<file path="src/rtl/pgs_pkg.sv">
package pgs_pkg;
  typedef enum logic {
    MODE_RELAXED = 1'b0,
    MODE_STRICT  = 1'b1
  } pgs_mode_e;

  function automatic int pgs_max(input int a, input int b);
    return (a > b) ? a : b;
  endfunction
endpackage

</file>
<file path="src/rtl/pgs_tick_gen.sv">
module pgs_tick_gen #(
  parameter int TICK_CYC = 1250
) (
  input  logic clk_i,
  input  logic rst_ni,
  output logic tick_o
);
  localparam int TW = (TICK_CYC > 1) ? $clog2(TICK_CYC) : 1;

  logic [TW-1:0] cnt_q;

  assign tick_o = (cnt_q == TW'(TICK_CYC - 1));

  always_ff @(posedge clk_i or negedge rst_ni) begin
    if (!rst_ni)     cnt_q <= '0;
    else if (tick_o) cnt_q <= '0;
    else             cnt_q <= cnt_q + TW'(1);
  end
endmodule

</file>
<file path="src/rtl/pgs_deglitch.sv">
module pgs_deglitch #(
  parameter int CW = 8
) (
  input  logic          clk_i,
  input  logic          rst_ni,
  input  logic          tick_i,
  input  logic          clr_i,
  input  logic          raw_i,
  input  logic [CW-1:0] set_lim_i,
  input  logic [CW-1:0] clr_lim_i,
  output logic          flag_o
);
  logic          flag_q;
  logic [CW-1:0] cnt_q;
  logic [CW-1:0] lim;

  // count toward the opposite state; limit depends on direction
  assign lim    = flag_q ? clr_lim_i : set_lim_i;
  assign flag_o = flag_q;

  always_ff @(posedge clk_i or negedge rst_ni) begin
    if (!rst_ni) begin
      flag_q <= 1'b0;
      cnt_q  <= '0;
    end else if (clr_i) begin
      flag_q <= 1'b0;
      cnt_q  <= '0;
    end else if (raw_i == flag_q) begin
      cnt_q <= '0;
    end else if (tick_i) begin
      if ((cnt_q + CW'(1)) >= lim) begin
        flag_q <= ~flag_q;
        cnt_q  <= '0;
      end else begin
        cnt_q <= cnt_q + CW'(1);
      end
    end
  end

  assert_set_on_tick_R4: assert property (@(posedge clk_i) disable iff (!rst_ni)
    $rose(flag_o) |-> $past(raw_i && tick_i && !clr_i));

  assert_clear_needs_good_R4: assert property (@(posedge clk_i) disable iff (!rst_ni)
    ($fell(flag_o) && !$past(clr_i)) |-> $past(!raw_i && tick_i));
endmodule

</file>
<file path="src/rtl/pgs_rail_mon.sv">
module pgs_rail_mon
  import pgs_pkg::*;
#(
  parameter int CW           = 8,
  parameter int BW           = 9,
  parameter int UV_RELAX_TK  = 100,
  parameter int UV_STRICT_TK = 5,
  parameter int UV_REC_TK    = 1,
  parameter int OV_SET_TK    = 100,
  parameter int OV_REC_TK    = 5,
  parameter int BLANK_TK     = 500
) (
  input  logic clk_i,
  input  logic rst_ni,
  input  logic tick_i,
  input  logic en_i,
  input  logic strict_i,
  input  logic uv_i,
  input  logic ov_i,
  output logic fault_o
);
  pgs_mode_e     mode;
  logic [BW-1:0] blank_cnt_q;
  logic          armed_q;
  logic          active;
  logic [CW-1:0] uv_set_lim;
  logic          uv_flag;
  logic          ov_flag;

  assign mode = pgs_mode_e'(strict_i);

  always_ff @(posedge clk_i or negedge rst_ni) begin
    if (!rst_ni) begin
      blank_cnt_q <= '0;
      armed_q     <= 1'b0;
    end else if (!en_i) begin
      blank_cnt_q <= '0;
      armed_q     <= 1'b0;
    end else if (!armed_q && tick_i) begin
      if ((blank_cnt_q + BW'(1)) >= BW'(BLANK_TK)) armed_q <= 1'b1;
      else blank_cnt_q <= blank_cnt_q + BW'(1);
    end
  end

  assign active     = en_i && armed_q;
  assign uv_set_lim = (mode == MODE_STRICT) ? CW'(UV_STRICT_TK) : CW'(UV_RELAX_TK);

  pgs_deglitch #(.CW(CW)) u_uv (
    .clk_i     (clk_i),
    .rst_ni    (rst_ni),
    .tick_i    (tick_i),
    .clr_i     (!active),
    .raw_i     (uv_i),
    .set_lim_i (uv_set_lim),
    .clr_lim_i (CW'(UV_REC_TK)),
    .flag_o    (uv_flag)
  );

  pgs_deglitch #(.CW(CW)) u_ov (
    .clk_i     (clk_i),
    .rst_ni    (rst_ni),
    .tick_i    (tick_i),
    .clr_i     (!active || (mode != MODE_STRICT)),
    .raw_i     (ov_i),
    .set_lim_i (CW'(OV_SET_TK)),
    .clr_lim_i (CW'(OV_REC_TK)),
    .flag_o    (ov_flag)
  );

  assign fault_o = uv_flag || ov_flag;

  assert_disabled_quiet_R5: assert property (@(posedge clk_i) disable iff (!rst_ni)
    !en_i |=> !fault_o);

  assert_relaxed_no_ov_R2: assert property (@(posedge clk_i) disable iff (!rst_ni)
    !strict_i |=> !ov_flag);
endmodule

</file>
<file path="src/rtl/pg_supervisor.sv">
module pg_supervisor
  import pgs_pkg::*;
#(
  parameter int N_RAILS      = 5,
  parameter int TICK_CYC     = 1250,
  parameter int UV_RELAX_TK  = 100,
  parameter int UV_STRICT_TK = 5,
  parameter int UV_REC_TK    = 1,
  parameter int OV_SET_TK    = 100,
  parameter int OV_REC_TK    = 5,
  parameter int BLANK_TK     = 500,
  parameter int DLY_W        = 10
) (
  input  logic               clk_i,
  input  logic               rst_ni,
  input  logic               mode_strict_i,
  input  logic [N_RAILS-1:0] rail_en_i,
  input  logic [N_RAILS-1:0] uv_raw_i,
  input  logic [N_RAILS-1:0] ov_raw_i,
  input  logic               seq_done_i,
  input  logic               pd_active_i,
  input  logic               suspend_i,
  input  logic [DLY_W-1:0]   pg_delay_i,
  output logic               pg_o,
  output logic               fault_req_o
);
  localparam int LIM_MAX = pgs_max(pgs_max(pgs_max(UV_RELAX_TK, UV_STRICT_TK),
                                           pgs_max(UV_REC_TK, OV_SET_TK)), OV_REC_TK);
  localparam int CW = $clog2(LIM_MAX + 1);
  localparam int BW = $clog2(BLANK_TK + 1);

  logic               tick;
  logic [N_RAILS-1:0] rail_fault;
  logic               any_fault;
  logic               any_en;
  logic               fault_lat_q;
  logic               pg_rel_q;
  logic               dly_pend_q;
  logic [DLY_W-1:0]   dly_cnt_q;

  pgs_tick_gen #(.TICK_CYC(TICK_CYC)) u_tick (
    .clk_i  (clk_i),
    .rst_ni (rst_ni),
    .tick_o (tick)
  );

  for (genvar g = 0; g < N_RAILS; g++) begin : g_rail
    pgs_rail_mon #(
      .CW           (CW),
      .BW           (BW),
      .UV_RELAX_TK  (UV_RELAX_TK),
      .UV_STRICT_TK (UV_STRICT_TK),
      .UV_REC_TK    (UV_REC_TK),
      .OV_SET_TK    (OV_SET_TK),
      .OV_REC_TK    (OV_REC_TK),
      .BLANK_TK     (BLANK_TK)
    ) u_mon (
      .clk_i    (clk_i),
      .rst_ni   (rst_ni),
      .tick_i   (tick),
      .en_i     (rail_en_i[g]),
      .strict_i (mode_strict_i),
      .uv_i     (uv_raw_i[g]),
      .ov_i     (ov_raw_i[g]),
      .fault_o  (rail_fault[g])
    );
  end

  assign any_fault = |rail_fault;
  assign any_en    = |rail_en_i;

  always_ff @(posedge clk_i or negedge rst_ni) begin
    if (!rst_ni) begin
      fault_lat_q <= 1'b0;
      pg_rel_q    <= 1'b0;
      dly_pend_q  <= 1'b0;
      dly_cnt_q   <= '0;
    end else if (seq_done_i) begin
      fault_lat_q <= 1'b0;
      if (pg_delay_i == '0) begin
        pg_rel_q   <= !any_fault;
        dly_pend_q <= 1'b0;
      end else begin
        pg_rel_q   <= 1'b0;
        dly_pend_q <= 1'b1;
        dly_cnt_q  <= pg_delay_i;
      end
    end else begin
      if (any_fault) fault_lat_q <= 1'b1;
      if (any_fault || pd_active_i || !any_en) begin
        pg_rel_q   <= 1'b0;
        dly_pend_q <= 1'b0;
      end else if (dly_pend_q && tick) begin
        if (dly_cnt_q == DLY_W'(1)) begin
          pg_rel_q   <= 1'b1;
          dly_pend_q <= 1'b0;
        end else begin
          dly_cnt_q <= dly_cnt_q - DLY_W'(1);
        end
      end
    end
  end

  // release path is delayed; fault and override paths are not
  assign pg_o = pg_rel_q && !fault_lat_q && !any_fault && !pd_active_i && !suspend_i && any_en;
  assign fault_req_o = any_fault && !fault_lat_q;

  assert_req_one_cycle_R7: assert property (@(posedge clk_i) disable iff (!rst_ni)
    (fault_req_o && !seq_done_i) |=> !fault_req_o);

  assert_latched_low_R7: assert property (@(posedge clk_i) disable iff (!rst_ni)
    (fault_req_o && !seq_done_i) |=> !pg_o);

  assert_rise_after_release_R6: assert property (@(posedge clk_i) disable iff (!rst_ni)
    $rose(pg_rel_q) |-> $past(seq_done_i || (dly_pend_q && tick)));

  assert_pd_cancels_R9: assert property (@(posedge clk_i) disable iff (!rst_ni)
    (pd_active_i && !seq_done_i) |=> !pg_rel_q);
endmodule

</file>
<file path="config.mk">
export PLATFORM = sky130hd
export DESIGN_NAME = pg_supervisor
export DESIGN_NICKNAME = d
export VERILOG_FILES = /design/src/rtl/pgs_pkg.sv /design/src/rtl/pgs_tick_gen.sv /design/src/rtl/pgs_deglitch.sv /design/src/rtl/pgs_rail_mon.sv /design/src/rtl/pg_supervisor.sv
export SDC_FILE = /design/constraint.sdc
export NUM_CORES = 1
export LEC_CHECK = 0
export BUFFER_PORTS_ARGS = -buffer_cell sky130_fd_sc_hd__clkbuf_2
export CAP_MARGIN = 20
export CORE_ASPECT_RATIO = 1.75
export CORE_MARGIN = 1
export CORE_UTILIZATION = 44
export DETAILED_ROUTE_END_ITERATION = 6
export GPL_TIMING_DRIVEN = 0
export PLACE_DENSITY_LB_ADDON = 0.3
export SLEW_MARGIN = 5
export SYNTH_ARGS = -nofsm -noshare
export SYNTH_HDL_FRONTEND = slang
export SYNTH_SLANG_ARGS = --single-unit
export TNS_END_PERCENT = 50
</file>
<file path="constraint.sdc">
create_clock -name clk_i -period 3.84 [get_ports clk_i]
set_input_delay 0.576 -clock clk_i [delete_from_list [all_inputs] [get_ports clk_i]]
set_output_delay 0.576 -clock clk_i [all_outputs]
set_load 0.02 [all_outputs]
</file>
==> run summary, run 1 <==
The initial antenna violation count was 0. The run finished with clean final reports. Measured along the x axis, the die boundary spans 115 um. The power density over the cells is 337 mW/mm^2. The number of antenna-violating nets in the routed design is 0. The boundary pin count is 33. The overall die height came out at 199 um. After clock tree synthesis, the clock-pin slew on the worst setup and hold paths is 0.06 ns.

The worst endpoint data arrival time came out at ~3.8 ns. In the finished design, the share of the clock period the worst path needs comes to 0.915. The clock latency on the worst-skew pair came out at 0.44 ns. The power consumption is 3.69 mW. The pin count of the biggest net entering global routing is 94. The number of max-slew violations in the final report is 0. The number of H-tree levels is 4. The setup fix buffers added after clock tree synthesis is 0.

No sink is reached through more buffers than the 2 on the longest clock path. The final-report hold violation count is 0. The number of enable-type register cells in the synthesized netlist came out at 0.

The count of warnings emitted by yosys is 0. The area taken by flip-flops and latches came out at 0.00385 mm^2. Headroom to the max-slew limit came out at 0.202. The gate count of the mapped netlist came out at ~1,100. The final setup skew is 0.0101 ns. The global-route wire length before repair is 38.5 mm. The cell depth of the worst setup path came out at 7. The routed via count came out at 8,341. The post-synthesis net count is 1,207. The flip-flop cell with the highest count after synthesis is dfrtp_1.

The area growth from synthesis to layout came out at 12.2%. TritonCTS built the clock tree. The full die area is between 0.02 and 0.025 mm^2. The core region area came out at 0.0217 mm^2.

The share of post-route cells with drive strength above 1 is 0.0874. The HPWL after detailed placement is 16.4 mm. The highest achievable clock rate came out at between 200 and 300 MHz.

The effective utilization at floorplan came out at 0.451. The count of unresolved DRC violations after routing is 0. The mean number of vias per cell came out at 5.67.

Broken down by cell family, the worst path's largest delay share belongs to simple AND/OR/NAND/NOR gates. Across every metal layer, demand over resource in global routing totals 0.214. At the worst endpoint, the required time is approximately 4.2 ns. The number of buffers and inverters on the critical path is 3. The synthesized area came out at between 0.009 and 0.01 mm^2.

The quantity of I/O buffers inserted on ports came out at 29. The peak supply drop is ~270 uV. The net count of the finished layout is 1,256. The library cells used most frequently in the layout, excluding fill and tap cells, are 161 x nand2_1, 154 x dfrtp_1, 86 x nor2_1, 75 x nand3_1, 73 x o21ai_0. The layout has between 2,000 and 2,500 filler cells. The library cell used most frequently in the layout, excluding fill and tap cells, is nand2_1. The critical-path cell with the highest stage delay is nor3_1. The post-synthesis register bit count is 154. The final setup violation count is 0.

The number of global-route vias before repair is 8,223. Of the synthesized area, sequential elements account for 0.394. The instance area after placement came out at 0.0103 mm^2. STA classifies the critical path endpoint as a flop. The number of detailed-route iterations in the first pass is 5. The area of the multi-input gates came out at 0.00567 mm^2. The mean instance size in the synthesized netlist is 8.75 um^2. The peak fanout along the critical path came out at 10.

The number of gates resized after CTS came out at 0. The number of buffers inserted during clock tree synthesis came out at 17. The type of element launching the critical path is a flop.

Clock tree synthesis found a total of 154 sinks. Setup repair after global routing left no endpoint under its margin. The total detailed-routing wirelength is 22.7 mm. The number of hold buffers added after cts is 0. After the first detailed-routing iteration, the DRC count stood at 401. CTS placed an instance of clkbuf_16 at the clock tree root. The count of max-cap constraint violations came out at 0. The min-delay analysis places its worst path in the category in -> async. The critical path in this run is classified as reg -> reg. The floorplan has 71 rows. The cell depth of the worst flop-to-flop path came out at 7.

The pin slew with the least headroom to its limit is 1.19 ns. The number of different library cells used by synthesis comes to between 60 and 70. Traced cell by cell, the critical path runs through or4b_1 -> buf_2 -> nor3_1 -> buf_2 -> buf_1 -> o22ai_1 -> a21o_1.

The async set-reset flop share out of synthesis is 1.00. The critical path's largest stage delay came out at between 0.9 and 1 ns. The most numerous cell type found on the critical path is buf_2.

The area of all placed cells without fillers is 0.0110 mm^2. Dividing the detail-routed wire length by the instance count gives 15.5 um. The final global-route overflow total came out at 0.

The leakage power total is 4.98 nW. The number of inserted diodes came out at 0. The clock period minus final worst setup slack came out at roughly 3.5 ns. The routability congestion estimate is 0.862.
cell families (layout without fill, tap and decap cells):
group                      count (synthesis)  count (layout)  synth area share
and+or+nand+nor                          501             501             0.258
AOI/OAI and AO/OA                        247             247             0.164
DFF                                      154             154             0.394
xor gates and xnor gates                  78              78            0.0699
buffers and inverters                     66             127            0.0265
adders and majority gates                 59              59            0.0755
muxes                                     12              12            0.0124
report_power, final:
group | leakage [nW] | total (mW) | switching [mW] | internal [mW]
registers | 2.11 | 1.66 | 0.0188 | 1.64
logic | 2.54 | 0.174 | 0.117 | 0.0571
clock network | 0.322 | 1.86 | 0.673 | 1.19
final timing paths:
kind,startpoint,to,slack [ns]
hold reg to reg,g_rail[2].u_mon.u_uv.cnt_q[6]$_DFFE_PN0P_,g_rail[2].u_mon.u_uv.cnt_q[6]$_DFFE_PN0P_,0.48
setup / recovery,u_tick.cnt_q[8]$_DFF_PN0_,g_rail[3].u_mon.u_ov.cnt_q[2]$_DFFE_PN0P_,0.32
hold / removal,rst_ni,g_rail[0].u_mon.u_uv.cnt_q[0]$_DFFE_PN0P_,0.11
min in group clk_i,pg_delay_i[9],dly_cnt_q[9]$_DFFE_PN0P_,0.40
max in group asynchronous,rst_ni,g_rail[4].u_mon.u_uv.cnt_q[6]$_DFFE_PN0P_,2.92
setup reg to reg,u_tick.cnt_q[8]$_DFF_PN0_,g_rail[3].u_mon.u_ov.cnt_q[2]$_DFFE_PN0P_,0.32
per-stage QoR:
step	hold slack, ns	util	setup WS (ns)	TNS [ns]	std cells
finish	0.111	0.506	0.325	0	1470
CTS	0.138	0.506	0.421	0	1470
global placement	0.469	0.475	-0.670	-101.09	1438
detailed placement	0.477	0.476	0.217	0	1439
global route	0.155	0.506	0.238	0	1470
floorplan	0.280	-	0.974	0	1117
area by class of cell:
cell class                 instances  area share
clock buffer                      24      0.0466
timing repair buffer              30      0.0165
tap                              292      0.0333
buffer                            28      0.0106
multi-input combinational        897       0.516
clock inverter                     7      0.0123
sequential                       154       0.351
inverter                          38      0.0130
cells in the mapped netlist (12+ instances only):
library cell  instances  area share
a21oi_1              38       0.019
a22o_1               14       0.013
a31oi_1              18       0.012
and2_1               17       0.011
clkbuf_1             18      0.0069
dfrtp_1             154        0.39
ha_1                 59       0.075
inv_1                38       0.015
nand2_1             161       0.062
nand2b_1             12      0.0077
nand3_1              75       0.038
nand4_1              27       0.017
nor2_1               86       0.033
nor2b_1              12      0.0077
nor3_1               22       0.011
nor4_1               15      0.0096
o21ai_0              73       0.037
o22ai_1              14      0.0090
o31ai_1              13       0.010
xnor2_1              21       0.019
xor2_1               57       0.051
per-layer routing:
layer  up-vias  share of wire  GRT usage
li1       4146              -          -
met1      4015           0.41      0.231
met2       128           0.53      0.394
met3        52          0.027     0.0406
met4         0          0.035      0.105
met5         -              0          0
sequential cells by signal, summed over array words and instances (netlist names), 5 cells and up:
signal                    cells
g_rail.u_mon.u_uv.flag_o      5
dly_cnt_q                    10
g_rail.u_mon.blank_cnt_q     45
g_rail.u_mon.armed_q          5
g_rail.u_mon.u_ov.flag_o      5
u_tick.cnt_q                 11
g_rail.u_mon.u_uv.cnt_q      35
g_rail.u_mon.u_ov.cnt_q      35
No activity file was read; power rests on OpenSTA's default activity.
==> inputs of run 2 (changes only) <==
--- a/config.mk
+++ b/config.mk
@@ -10,6 +10,7 @@
 export CORE_ASPECT_RATIO = 1.75
 export CORE_MARGIN = 1
 export CORE_UTILIZATION = 44
+export CTS_BUF_LIST = sky130_fd_sc_hd__clkbuf_16
 export DETAILED_ROUTE_END_ITERATION = 6
 export GPL_TIMING_DRIVEN = 0
 export PLACE_DENSITY_LB_ADDON = 0.3
==> run 2 against run 1 <==
Clock power shrank 7%. Clock-buffer cell count shrank 7. Maximum frequency is essentially flat. Design area shrank 0.55%. Register-to-register slack is essentially flat. Cell count is the same. Utilization shrank 0.28 points. Critical path depth is the same. Flip-flop and latch count is the same. Non-clock buffer count is the same.
==> run summary, run 2 (synthesized netlist as in run 1, its figures left out) <==
The share of post-route cells with drive strength above 1 came out at 0.0823. The relative slew slack is 0.200. Setup slack on the worst reg-to-reg path comes out at 0.33 ns.

The switching part of the total is 0.226. The cell depth of the worst flop-to-flop path came out at 7. The final setup skew came out at 0.00945 ns. The part of the power in registers is 0.466. The area of all placed cells without fillers is 0.0109 mm^2. At the later pin of the worst-skew pair, clock insertion delay measures around 0.44 ns.

Setup repair after global routing left no endpoint under its margin. Leaving out fill and tap cells, the most frequent cell in the layout is nand2_1. The number of gates resized after CTS is 0.

The endpoint identified for the worst register-to-register timing path is g_rail[3].u_mon.u_ov.cnt_q[2]$_DFFE_PN0P_. Max-cap violations in this run came to 0. Summed over all layers, the routed wires come to 22.6 mm.

The initial antenna violation count came out at 0. At the end of routability-driven placement, the weighted congestion stood at 0.862. Entering global routing, the biggest net connects 94 pins. The area growth from synthesis to layout is 11.6%. The final-report hold violation count was 0. The full die area came out at between 0.02 and 0.025 mm^2. For this design, the sink count on the clock tree is 154.

Buffers added to address setup during post-CTS repair amount to 0. The number of antenna-violating nets in the routed design is 0. The quantity of I/O buffers inserted on ports is 29. Timing analysis after detailed placement gives a worst setup slack of 0.217 ns. The number of buffers inserted during clock tree synthesis came out at 17. The boundary pin count is 33.

The core region area came out at 0.0217 mm^2. The die is 115 um wide. The finished layout holds between 1,000 and 1,500 standard cells, fillers aside.

The run finished with clean final reports. The number of hold buffers added after cts is 0. In the final layout, flip-flops and latches occupy 0.00385 mm^2. The worst setup path is launched from a flop. The peak supply drop is 268 uV. The number of H-tree levels is 4. Timing would allow up to approximately 280 MHz. The routed wire length per instance came out at 15.4 um. Broken down by cell family, the worst path's largest delay share belongs to simple AND/OR/NAND/NOR gates.

After the first detailed-routing iteration, the DRC count stood at 403. The power density over the cells is about 330 mW/mm^2. The number of buffers and inverters on the critical path is 3. The post-layout worst setup margin came out at 0.326 ns. The count of unresolved DRC violations after routing is 0.

The clock period minus final worst setup slack is 3.51 ns. The number of max-slew violations in the final report came out at 0. The longest clock path from root to sink contains 2 buffers. The number of inserted diodes is 0. The power consumption is 3.57 mW. TritonCTS built the clock tree. Clock tree synthesis selected as its root buffer the cell clkbuf_16.

The worst path required time is roughly 4.2 ns. The number of detailed-route iterations in the first pass is 5. The effective utilization at floorplan came out at 0.451. After detailed placement, the total cell area comes to approximately 0.010 mm^2. The pin slew with the least headroom to its limit came out at ~1.2 ns. The number of global-route vias before repair is 8,167. The overall die height is between 150 and 200 um. The critical path's largest stage delay came out at 0.91 ns. The final global-route overflow total came out at 0. The total of fill cells in the finished design is 2,080.

The worst setup path is captured at a flop. The number of placement rows is slightly above 70. In this run the worst hold path is classified as in -> async. The most critical setup path has its startpoint at u_tick.cnt_q[8]$_DFF_PN0_. The register with the most flip-flops in the final layout is g_rail.u_mon.blank_cnt_q. The net switching power figure is 805 uW. The proportion of power drawn by the clock network came out at 0.486.

The register with the most flip-flops in the layout has 45 of them. The clock-pin transition on the worst setup and hold timing paths is 0.06 ns. Summed over all nets, the half-perimeter wirelength after detailed placement is 16.4 mm. For the worst setup path, the data arrival time is 3.84 ns. The critical-path cell with the highest stage delay is nor3_1. Across every metal layer, demand over resource in global routing totals 0.213. The analysis attributes to cell leakage a power of 4.95 nW.

The area of the multi-input gates is roughly 0.0057 mm^2. In this run the critical register-to-register path is launched from u_tick.cnt_q[8]$_DFF_PN0_. In the final layout, the registers with the most flip-flops are g_rail.u_mon.blank_cnt_q (45), g_rail.u_mon.u_ov.cnt_q (35), g_rail.u_mon.u_uv.cnt_q (35). Summing over every cut layer, the via total after detailed routing is 8,360. The mean number of vias per cell came out at 5.69. The global-route wire length before repair is 38.3 mm. The final-stage net count came out at 1,256.

The peak fanout along the critical path is 10. Of the total power, combinational logic draws 0.049. Dividing the final minimum period by the clock period gives 0.915. The final setup violation count came out at 0. The most repeated library cell on the critical path is buf_2. After detailed placement, the design holds a cell count of 1,439. The top cell types in the final layout, fill and taps aside, are 161 x nand2_1, 154 x dfrtp_1, 86 x nor2_1, 75 x nand3_1, 73 x o21ai_0. The internal power of the cells came out at 2.76 mW. Traced cell by cell, the critical path runs through or4b_1 -> buf_2 -> nor3_1 -> buf_2 -> buf_1 -> o22ai_1 -> a21o_1. The type of the worst setup path is reg -> reg.
run 2: cell types whose count changed in the layout (fill, tap and decap cells not counted), sizes merged:
cell / previous run / this run
clkbuf: 71 / 64
clkinv: 3 / 9
inv: 38 / 39
run 2: stage by stage:
step / setup TNS [ns] / utilization / hold WS (ns)
finish: 0 / 0.503 / 0.113
global route: 0 / 0.503 / 0.153
CTS: 0 / 0.503 / 0.135
detailed placement: 0 / 0.476 / 0.477
global placement: -101.09 / 0.475 / 0.469
floorplan: 0 / - / 0.280
run 2: power groups by stage:
stage	Combinational [mW]	Clock [mW]	Sequential [mW]
after floorplan	0.0894	0	1.69
after global placement	0.170	0	1.69
after detailed placement	0.177	0	1.69
after CTS	0.177	1.77	1.66
after global routing	0.198	1.84	1.66
final	0.174	1.73	1.66
run 2: how the worst max path moves through the flow:
stage / endpoint / slack [ns] / depth (start not counted)
after CTS: g_rail[3].u_mon.u_ov.cnt_q[2]$_DFFE_PN0P_ / 0.42 / 7
after floorplan: g_rail[1].u_mon.u_uv.cnt_q[3]$_DFFE_PN0P_ / 0.97 / 9
after global routing: g_rail[4].u_mon.u_ov.cnt_q[4]$_DFFE_PN0P_ / 0.24 / 11
after detailed placement: g_rail[3].u_mon.u_uv.cnt_q[3]$_DFFE_PN0P_ / 0.22 / 9
final: g_rail[3].u_mon.u_ov.cnt_q[2]$_DFFE_PN0P_ / 0.33 / 7
after global placement: g_rail[2].u_mon.u_uv.cnt_q[4]$_DFFE_PN0P_ / -0.67 / 1
run 2: final cells by class:
cell class | count | area share
multi-input cells | 897 | 0.519
flip-flops and latches | 154 | 0.353
clock buffers | 17 | 0.0390
well taps | 292 | 0.0335
repair buffers | 30 | 0.0166
clock inverters | 14 | 0.0148
inverters | 38 | 0.0131
plain buffers | 28 | 0.0107
run 2: per-layer routing:
metal / vias to the layer above / wire (um) / GRT usage / part of all wire
met1: 4019 / 9200 / 0.232 / 0.41
met3: 48 / 688 / 0.0422 / 0.030
met4: 0 / 708 / 0.0976 / 0.031
li1: 4142 / - / - / -
met2: 151 / 12000 / 0.393 / 0.53
met5: - / 0 / 0 / 0
==> inputs of run 3 (changes only) <==
--- a/config.mk
+++ b/config.mk
@@ -5,6 +5,7 @@
 export SDC_FILE = /design/constraint.sdc
 export NUM_CORES = 1
 export LEC_CHECK = 0
+export ABC_AREA = 1
 export BUFFER_PORTS_ARGS = -buffer_cell sky130_fd_sc_hd__clkbuf_2
 export CAP_MARGIN = 20
 export CORE_ASPECT_RATIO = 1.75
==> constraint.sdc (replaced) <==
create_clock -name clk_i -period 4.3 [get_ports clk_i]
set_input_delay 0.645 -clock clk_i [delete_from_list [all_inputs] [get_ports clk_i]]
set_output_delay 0.645 -clock clk_i [all_outputs]
set_load 0.02 [all_outputs]
==> run 3 against run 2 <==
Critical path depth fell by 1. Power shrank 5.5%. Cell count up 25%. Clock-buffer cell count did not move. Setup slack gained 1.3 ns. Clock skew decreased by 0.00052 ns. Critical path type is now reg -> out. Sequential share of layout area fell by 2.0 points. Design area increased by 6.0%. Worst hold slack gained 0.11 ns.
==> run summary, run 3 <==
The flip-flop count of the largest register after layout came out at 45. Of the total synthesized cell area, the portion taken by full adders, half adders and majority gates is 0.0712. In the layout the commonest cells are 495 x nand2_1, 188 x inv_1, 154 x dfrtp_1, 134 x nand3_1, 129 x nor2_1. The gate count of the mapped netlist is ~1,500. For this run, the register share of the synthesized area comes to 0.372. The instance area after placement is 0.0109 mm^2. The clock period minus final worst setup slack came out at ~2.7 ns.

Measured on the finished design, the core utilization comes to 0.498. Dividing the detail-routed wire length by the instance count gives 12.8 um. The global router's overall resource usage came out at 0.210. The number of hold buffers added after cts came out at 0. The number of enable-type register cells in the synthesized netlist is 0. The number of nets handed over by synthesis was 1,554. The share of synthesized area in the top cell type comes to 0.372.

STA classifies the critical path startpoint as a flop. The number of H-tree levels came out at 4. The critical-path cell with the highest stage delay is dfrtp_1. The count of unresolved DRC violations after routing is 0.

The floorplan step defined a core boundary enclosing 0.0232 mm^2. For this run the aggregate overflow at the end of global routing stands at 0. The synthesized-area fraction occupied by ao, oa, aoi and oai cells came out at 0.0638. The area growth from synthesis to layout came out at 11.6%. The number of global-route vias before repair is 9,366. The number of cells on the worst reg-to-reg path is 11. In this run the critical register-to-register path is launched from g_rail[4].u_mon.u_uv.cnt_q[0]$_DFFE_PN0P_. The number of detailed-route iterations in the first pass came out at 4. The final-stage net count is between 1,500 and 2,000. The quantity of I/O buffers inserted on ports came out at 30. The number of different library cells in the post-synthesis netlist is 44. The setup check on the worst reg-to-reg path leaves a slack of 1.68 ns. The total number of clock tree sinks came out at 154. The effective utilization at floorplan is 0.446. The peak supply drop came out at around 200 uV. The number of buffers and inverters on the critical path came out at 1. From bottom edge to top edge, the die measures 205 um. The parity-gate share of the synthesized area counting xor and xnor cells is 0.0490. The HPWL after detailed placement is approximately 17 mm.

The largest registers in the layout are g_rail.u_mon.blank_cnt_q (45), g_rail.u_mon.u_ov.cnt_q (35), g_rail.u_mon.u_uv.cnt_q (35). The final-report hold violation count is 0. The highest achievable clock rate is between 300 and 400 MHz.

The setup fix buffers added after clock tree synthesis is 0. The worst path required time came out at ~3.7 ns. In the post-synthesis netlist, the biggest area contributors are dfrtp_1 37%, nand2_1 18%, ha_1 7.1%. The worst endpoint data arrival time is 2.06 ns.

The peak fanout along the critical path is 7. The flip-flop cell with the highest count after synthesis is dfrtp_1. The pin count of the biggest net entering global routing is 84.

Among all cell types in the netlist, the one instantiated most often is nand2_1. Of the cells placed in the final design, the portion with a size suffix greater than 1 is 0.0799. The number of max-slew violations in the final report came out at 0. For this run, asynchronously set or reset flops after synthesis account for 1.00. The post-placement cell count is around 1,800.

The path type of the worst min-delay path is in -> async. The simple-gate share of the synthesized area is 0.367. The library cell used most frequently in the layout, excluding fill and tap cells, is nand2_1. The final setup skew came out at 0.00893 ns. The register ranked first by flip-flop count is g_rail.u_mon.blank_cnt_q. Of the post-synthesis cell area, the part taken by muxes is 0. The fraction of the cycle the final worst path needs is 0.629.

The sequential cells in the finished layout cover a total of 0.00385 mm^2. The endpoint identified for the worst register-to-register timing path is g_rail[4].u_mon.u_uv.cnt_q[4]$_DFFE_PN0P_. The category of the worst setup path capture point is a primary output.

TritonCTS built the clock tree. The routability congestion estimate is 0.856. The routed layout has 9,264 vias. The number of placement rows came out at 74.

The final setup violation count came out at 0. The area of the multi-input gates came out at approximately 0.0057 mm^2. The total of fill cells in the finished design came out at 2,260. The final layout contains routed wiring with a total length of about 23 mm. The critical path in this run is classified as reg -> out. The clock-pin transition on the worst setup and hold timing paths is 0.06 ns.

For this design the static power due to leakage is 6.38 nW. After routing the design area is 0.0116 mm^2. The synthesized area is 0.0104 mm^2. The post-synthesis register bit count is ~150. The count of max-cap constraint violations came out at 0. The number of buffers inserted during clock tree synthesis is 17. The full die area came out at 0.0242 mm^2. The initial antenna violation count came out at 1. The global-route wire length before repair is around 41 mm.

Setup repair after global routing left no endpoint under its margin. The mean number of vias per cell is about 5.1. The boundary pin count is 33. In this design, the stage delay of the slowest critical-path cell is 0.48 ns. The run finished with clean final reports. The synthesized design spends more area on one cell type than any other, namely dfrtp_1. The finished layout holds 1,831 standard cells, fillers aside.

The largest buffer count on any clock path came out at 2. CTS placed an instance of clkbuf_16 at the clock tree root. Measured against its own limit, the worst slew margin works out to 0.539.

The count of warnings emitted by yosys came out at 0. The critical path goes through nor2_1 -> nand2_1 -> nor3_4 -> nand2_2 -> nor4_1 -> clkbuf_2. Counting instances in the post-synthesis netlist gives the leading cell types as 495 x nand2_1, 188 x inv_1, 154 x dfrtp_1. The power density over the cells came out at 291 mW/mm^2. The die outline width came out at approximately 120 um. The pin slew with the least headroom to its limit came out at 0.691 ns.

The violation count after the first detailed-routing iteration came out at ~400. The cell family contributing the most delay on the critical path is simple AND/OR/NAND/NOR gates. Gates resized during post-CTS repair numbered 0. The average instance in the mapped netlist occupies 7.08 um^2. By area, the combinational part of the netlist is dominated by simple AND/OR/NAND/NOR gates. The clock latency on the worst-skew pair is 0.45 ns. The number of antenna-violating nets in the routed design is 0.
-- run 3: cell count changes after synthesis, sizes merged, moves of 17 or more --
cell	before	now
and2	18	0
nand4	27	50
nand2	161	509
o21ai	75	57
xor2	57	38
nand3	75	135
nor2	91	145
a31oi	18	1
inv	38	193
-- run 3: final cells by class --
class                   instances  area share
plain buffers                  13     0.00681
inverters                     193      0.0628
repair buffers                 31      0.0161
clock buffers                  17      0.0368
diodes                          1    0.000216
clock inverters                14      0.0176
well taps                     304      0.0329
flip-flops and latches        154       0.333
multi-input cells            1104       0.494
-- run 3: per-stage QoR --
stage	TNS [ns]	power [mW]	setup WS [ns]	hold WS (ns)
2_1_floorplan	0	1.66	2.01	0.349
3_3_place_gp	-45.59	1.75	-0.317	0.479
3_5_place_dp	0	1.76	1.17	0.490
4_1_cts	0	3.41	1.54	0.277
5_1_grt	0	3.50	1.41	0.312
6_report	0	3.37	1.59	0.227
-- run 3: kinds of logic after synthesis --
family / after synthesis
buf+inv: 206
xor+xnor: 58
fa+ha+maj: 59
compound gates: 112
simple gates: 875
flops: 154
-- run 3: per-layer routing --
layer	share of wire	global-route usage	vias to the layer above
met5	0	0	-
met4	0.031	0.109	0
met3	0.025	0.0326	44
met2	0.55	0.415	116
met1	0.39	0.206	4326
li1	-	-	4778
-- run 3: worst max path at each step --
| stage | startpoint | endpoint | cells past startpoint |
|---|---|---|---|
| after floorplan | rail_en_i[1] | pg_o | 5 |
| after global placement | rst_ni | g_rail[4].u_mon.u_ov.cnt_q[4]$_DFFE_PN0P_ | 1 |
| after detailed placement | mode_strict_i | g_rail[2].u_mon.u_uv.cnt_q[4]$_DFFE_PN0P_ | 11 |
| after CTS | g_rail[0].u_mon.u_ov.flag_o$_DFFE_PN0P_ | pg_o | 6 |
| after global routing | g_rail[4].u_mon.u_uv.cnt_q[0]$_DFFE_PN0P_ | g_rail[4].u_mon.u_uv.cnt_q[4]$_DFFE_PN0P_ | 11 |
| final | g_rail[0].u_mon.u_ov.flag_o$_DFFE_PN0P_ | pg_o | 6 |
-- run 3: report_power, final --
group	internal (mW)	total, mW	leakage (nW)	switching, mW
Sequential	1.48	1.51	2.11	0.0296
Combinational	0.0750	0.219	3.97	0.144
Clock	1.02	1.64	0.301	0.626
Total	2.57	3.37	6.38	0.800
